### config.mk
export PLATFORM = sky130hd
export DESIGN_NAME = serial_bcd_xs3
export DESIGN_NICKNAME = d
export VERILOG_FILES = /design/src/rtl/sbx3_pkg.sv /design/src/rtl/sbx3_and_plane.sv /design/src/rtl/sbx3_or_plane.sv /design/src/rtl/sbx3_state_reg.sv /design/src/rtl/serial_bcd_xs3.sv
export SDC_FILE = /design/constraint.sdc
export NUM_CORES = 1
export LEC_CHECK = 0
export CAP_MARGIN = 20
export CORE_AREA = 2 2 39 41
export DETAILED_ROUTE_END_ITERATION = 10
export DIE_AREA = 0 0 41 43
export PLACE_DENSITY = 0.3
export SETUP_SLACK_MARGIN = 0.3
export SKIP_LAST_GASP = 1
export SYNTH_ARGS = -nofsm -noshare
export SYNTH_HDL_FRONTEND = slang
export SYNTH_SLANG_ARGS = --single-unit
### constraint.sdc
create_clock -name clk -period 1.5 [get_ports clk]
set_clock_uncertainty 0.1 [all_clocks]
set_input_delay 0.15 -clock clk [delete_from_list [all_inputs] [get_ports clk]]
set_output_delay 0.15 -clock clk [all_outputs]
set_load 0.02 [all_outputs]
### src/rtl/sbx3_pkg.sv
`timescale 1ns/1ps
package sbx3_pkg;

  // state width and array geometry
  localparam int STW     = 3;
  localparam int IN_W    = STW + 1;   // {din, q1, q2, q3}
  localparam int OUT_W   = STW + 1;   // {dout, d1, d2, d3}
  localparam int N_TERMS = 7;

  // state codes {q1,q2,q3}
  localparam logic [STW-1:0] ST_A     = 3'b000;
  localparam logic [STW-1:0] ST_B     = 3'b100;
  localparam logic [STW-1:0] ST_C     = 3'b101;
  localparam logic [STW-1:0] ST_D     = 3'b111;
  localparam logic [STW-1:0] ST_E     = 3'b110;
  localparam logic [STW-1:0] ST_H     = 3'b011;
  localparam logic [STW-1:0] ST_M     = 3'b010;
  localparam logic [STW-1:0] ST_SPARE = 3'b001;

  // AND-plane personality, term 0 in the low nibble.
  // Literal order per term: bit3 din, bit2 q1, bit1 q2, bit0 q3.
  // t0 q2' | t1 q1 | t2 q1q2q3 | t3 din'q1q3' | t4 din q1'q2' | t5 din'q3' | t6 din q3
  localparam logic [N_TERMS*IN_W-1:0] TERM_CARE =
    {4'b1001, 4'b1001, 4'b1110, 4'b1101, 4'b0111, 4'b0100, 4'b0010};
  localparam logic [N_TERMS*IN_W-1:0] TERM_MATCH =
    {4'b1001, 4'b0000, 4'b1000, 4'b0100, 4'b0111, 4'b0100, 4'b0000};

  // OR-plane personality: output order bit3 dout, bit2 d1, bit1 d2, bit0 d3
  localparam logic [N_TERMS*OUT_W-1:0] TERM_SUMS =
    {4'b1000, 4'b1000, 4'b0001, 4'b0001, 4'b0001, 4'b0010, 4'b0100};

endpackage

### src/rtl/sbx3_and_plane.sv
`timescale 1ns/1ps
module sbx3_and_plane #(
  parameter int N_IN   = 4,
  parameter int N_TERM = 7,
  parameter logic [N_TERM*N_IN-1:0] CARE  = '0,
  parameter logic [N_TERM*N_IN-1:0] MATCH = '0
) (
  input  logic [N_IN-1:0]   lits,
  output logic [N_TERM-1:0] terms
);

  // a term is true when every literal it cares about has its required value
  for (genvar t = 0; t < N_TERM; t++) begin : g_term
    assign terms[t] =
      (((lits ^ MATCH[t*N_IN +: N_IN]) & CARE[t*N_IN +: N_IN]) == '0);
  end

endmodule

### src/rtl/sbx3_or_plane.sv
`timescale 1ns/1ps
module sbx3_or_plane #(
  parameter int N_TERM = 7,
  parameter int N_OUT  = 4,
  parameter logic [N_TERM*N_OUT-1:0] MAP = '0
) (
  input  logic [N_TERM-1:0] terms,
  output logic [N_OUT-1:0]  sums
);

  for (genvar o = 0; o < N_OUT; o++) begin : g_sum
    always_comb begin
      sums[o] = 1'b0;
      for (int t = 0; t < N_TERM; t++) begin
        if (terms[t] && MAP[t*N_OUT + o]) sums[o] = 1'b1;
      end
    end
  end

endmodule

### src/rtl/sbx3_state_reg.sv
`timescale 1ns/1ps
module sbx3_state_reg #(
  parameter int              W         = 3,
  parameter logic [W-1:0]    RESET_VAL = '0
) (
  input  logic         clk,
  input  logic         rst,
  input  logic [W-1:0] d,
  output logic [W-1:0] q
);

  always_ff @(posedge clk) begin
    if (rst) q <= RESET_VAL;
    else     q <= d;
  end

endmodule

### src/rtl/serial_bcd_xs3.sv
`timescale 1ns/1ps
module serial_bcd_xs3
  import sbx3_pkg::*;
(
  input  logic clk,
  input  logic rst,
  input  logic din,
  output logic dout
);

  logic [STW-1:0]     state_q;
  logic [STW-1:0]     plane_next;
  logic [STW-1:0]     state_d;
  logic [IN_W-1:0]    lits;
  logic [N_TERMS-1:0] terms;
  logic [OUT_W-1:0]   sums;

  assign lits = {din, state_q};

  sbx3_and_plane #(
    .N_IN  (IN_W),
    .N_TERM(N_TERMS),
    .CARE  (TERM_CARE),
    .MATCH (TERM_MATCH)
  ) and_i (
    .lits (lits),
    .terms(terms)
  );

  sbx3_or_plane #(
    .N_TERM(N_TERMS),
    .N_OUT (OUT_W),
    .MAP   (TERM_SUMS)
  ) or_i (
    .terms(terms),
    .sums (sums)
  );

  assign dout       = sums[OUT_W-1];
  assign plane_next = sums[STW-1:0];

  // the unused code would otherwise step into the middle of a group
  assign state_d = (state_q == ST_SPARE) ? ST_A : plane_next;

  sbx3_state_reg #(
    .W        (STW),
    .RESET_VAL(ST_A)
  ) st_i (
    .clk(clk),
    .rst(rst),
    .d  (state_d),
    .q  (state_q)
  );

endmodule

==> metrics.md <==
| Metric | Value |
|---|---|
| Inst Count DP | `31` |
| Die X | `41 microns` |
| Dpl ws | `-0.136 ns` |
| Drt wl/cell | `6.78 microns` |
| DRT antenna net count | `0` |
| Critical Path Source | `st_i.q[2]` |
| Total wire length | `244 microns` |
| Peak VDD IR | `311 uV` |
| Worst reg2reg setup slack | `approximately 0.34 ns` |
| Rows | `14` |
| Final-stage net count | `24` |
| Largest regs | `st_i.q: 3 flops` |
| Most common cell in the netlist | `dfxtp_1` |
| Leak | `0.0801 nW` |
| Core area | `0.00138 sq mm` |
| Vias per inst | `3.00` |
| CP Data Required Time | `1.54 ns` |
| Synthesized area | `roughly 110 sq um` |
| Hold Fails Final Rpt | `0` |
| CTS Sinks | `3` |
| Pwr Density | `1320 mW/mm^2` |
| CP Class | `flop to flop` |
| Max-slew headroom | `0.855` |
| Worst Setup Start Kind | `flop` |
| Biggest register | `st_i.q` |
| I/O Pins | `4` |
| Hold Buf Count CTS | `0` |
| Vias in the first global route | `106` |
| Die Height | `around 43 microns` |
| Nature of the critical path endpoint | `flop` |
| Detailed Route Iter0 Violations | `2` |
| Reg clk slew, reported paths | `around 0.040 ns` |
| Vias | `108` |
| Largest net degree at the start of global routing | `5` |
| Tot GR Track Use | `0.0431` |
| H-tree depth | `1` |
| Cells after Synth | `11` |
| Die area | `0.00176 sq mm` |
| Final max-slew violation count | `0` |
| Yosys warnings | `0` |
| RSZ-0062 raised after global routing | `false` |
| Post-Layout Cell Count | `36` |
| Root buffer cell | `clkbuf_4` |
| Post-synthesis cell type count | `9` |
| Main area contributors after synthesis | `dfxtp_1 53%, or4b_1 8.8%, or3b_2 7.7%` |
| CP arrival | `between 1 and 1.5 ns` |
| Post-Syn Nets | `14` |
| Post-route setup slack | `roughly 0.34 ns` |
| CTS tree | `done` |
| Num CTS Buffers | `3` |
| Worst Max-Slew Pin Slew | `0.216 ns` |
| Seq cells post-synth | `3` |
| Sequential fraction of the synthesis area | `0.527` |
| CTS Buffer Depth | `2` |
| Worst reg2reg path depth | `2` |
| Crit path capture | `st_i.q[0]` |
| Tcrit/Tclk final | `0.776` |
| # DRC | `0` |
| Final HPWL DP | `about 170 microns` |
| Total gr overflow | `0` |
| Design area | `201 sq um` |
| Syn avg cell area | `10.4 sq um` |
| Type of the most critical hold path | `flop to flop` |
| # diodes | `0` |
| Input/output buffers | `3` |
| Area leader, netlist | `dfxtp_1` |
| Number of synthesized flops with an enable pin | `0` |
| Final setup viols | `0` |
| Worst R2R End | `st_i.q[0]` |
| Outcome | `finished, final reports clean` |
| Final min period | `1.16 ns` |
| Clock latency on the worst-skew pair | `0.23 ns` |
| TritonRoute pass-1 iters | `2` |
| Post-synth top area share | `0.527` |
| Worst-path maximum fanout | `4` |
| Area grow syn2layout | `76.9%` |
| Number of flip-flops in the largest register | `3` |
| Share of flip-flops with an asynchronous set or reset | `0` |
| Ys flop type | `dfxtp_1` |
| Worst R2R Start | `st_i.q[2]` |
| Initial antenna violation count | `0` |
| First-pass GRT wire length | `approximately 430 microns` |
| F_max | `0.859 GHz` |
| Gpl congestion | `0.549` |
| Starting density of the core | `0.0823` |
| Share of cells above drive strength 1 | `0.450` |
| Final Core Density | `0.146` |
| Max cap viols | `0` |
| Placed cell area | `around 170 sq um` |
==> kinds of logic (layout without fill, tap and decap cells) <==
group,Yosys count,in the layout,synth area share
XOR/XNOR,1,1,0.0769
AND/OR/NAND/NOR,4,4,0.242
flip-flops,3,3,0.527
buffers and inverters,1,10,0.0329
AO/OA/AOI/OAI,2,2,0.121
==> area by class of cell <==
class,instances,area [sq um]
well taps,16,20.0
multi-input cells,7,50.0
fillers,168,1180
inverters,1,3.75
clock buffers,4,26.3
flip-flops and latches,3,62.6
repair buffers,5,38.8
==> worst min-delay path by stage <==
stage	endpoint	from	cells past startpoint	slack (ns)
2_1_floorplan	st_i.q[0]	rst	1	0.12
3_3_place_gp	st_i.q[2]	st_i.q[1]	1	0.35
3_5_place_dp	st_i.q[2]	st_i.q[1]	1	0.35
4_1_cts	st_i.q[2]	st_i.q[1]	1	0.35
5_1_grt	st_i.q[1]	st_i.q[2]	2	0.39
6_report	st_i.q[2]	st_i.q[1]	1	0.35
==> cell usage in the layout, fill, tap and decap left out <==
cell type	count
buf_2	1
or4b_1	1
a211oi_1	1
buf_4	2
xnor2_1	1
dlygate4sd2_1	1
dfxtp_2	2
a31oi_1	1
inv_1	1
nor2_1	1
clkbuf_4	3
clkdlybuf4s50_1	1
clkbuf_1	1
or3b_2	1
nand3_1	1
dfxtp_1	1
==> stage by stage <==
stage | hold WS [ns] | TNS (ns) | total power [mW]
floorplan | 0.119 | 0 | 0.111
global placement | 0.347 | -0.174 | 0.129
finish | 0.348 | 0 | 0.267
global route | 0.394 | 0 | 0.290
CTS | 0.352 | 0 | 0.277
detailed placement | 0.354 | -0.200 | 0.130
==> layer usage <==
layer,share of wire,track usage,routed length (microns)
met5,0,0,0
met1,0.57,0.0481,138
met3,0.090,0.0314,22
met4,0,0.0600,0
met2,0.34,0.0406,83
==> critical path, stage by stage (launching register included) <==
cell,delay [ns]
dfxtp_2,0.32
or4b_1,0.51
a31oi_1,0.16
==> what timing repair did <==
| item | CTS | global route |
|---|---|---|
| endpoints found under the setup margin | 2 | 1 |
| gates resized for setup | 8 | 0 |
| gates cloned | 0 | 0 |
| endpoints found under the hold margin | 0 | 0 |
| pin swaps | 2 | 1 |
| buffers inserted | 1 | 0 |
==> where the power goes <==
group,total (mW),switching [mW],internal (mW)
Sequential,0.0942,0.00566,0.0886
Clock,0.139,0.0394,0.0995
Combinational,0.0337,0.0148,0.0189
(Power assumes the default switching activity.)
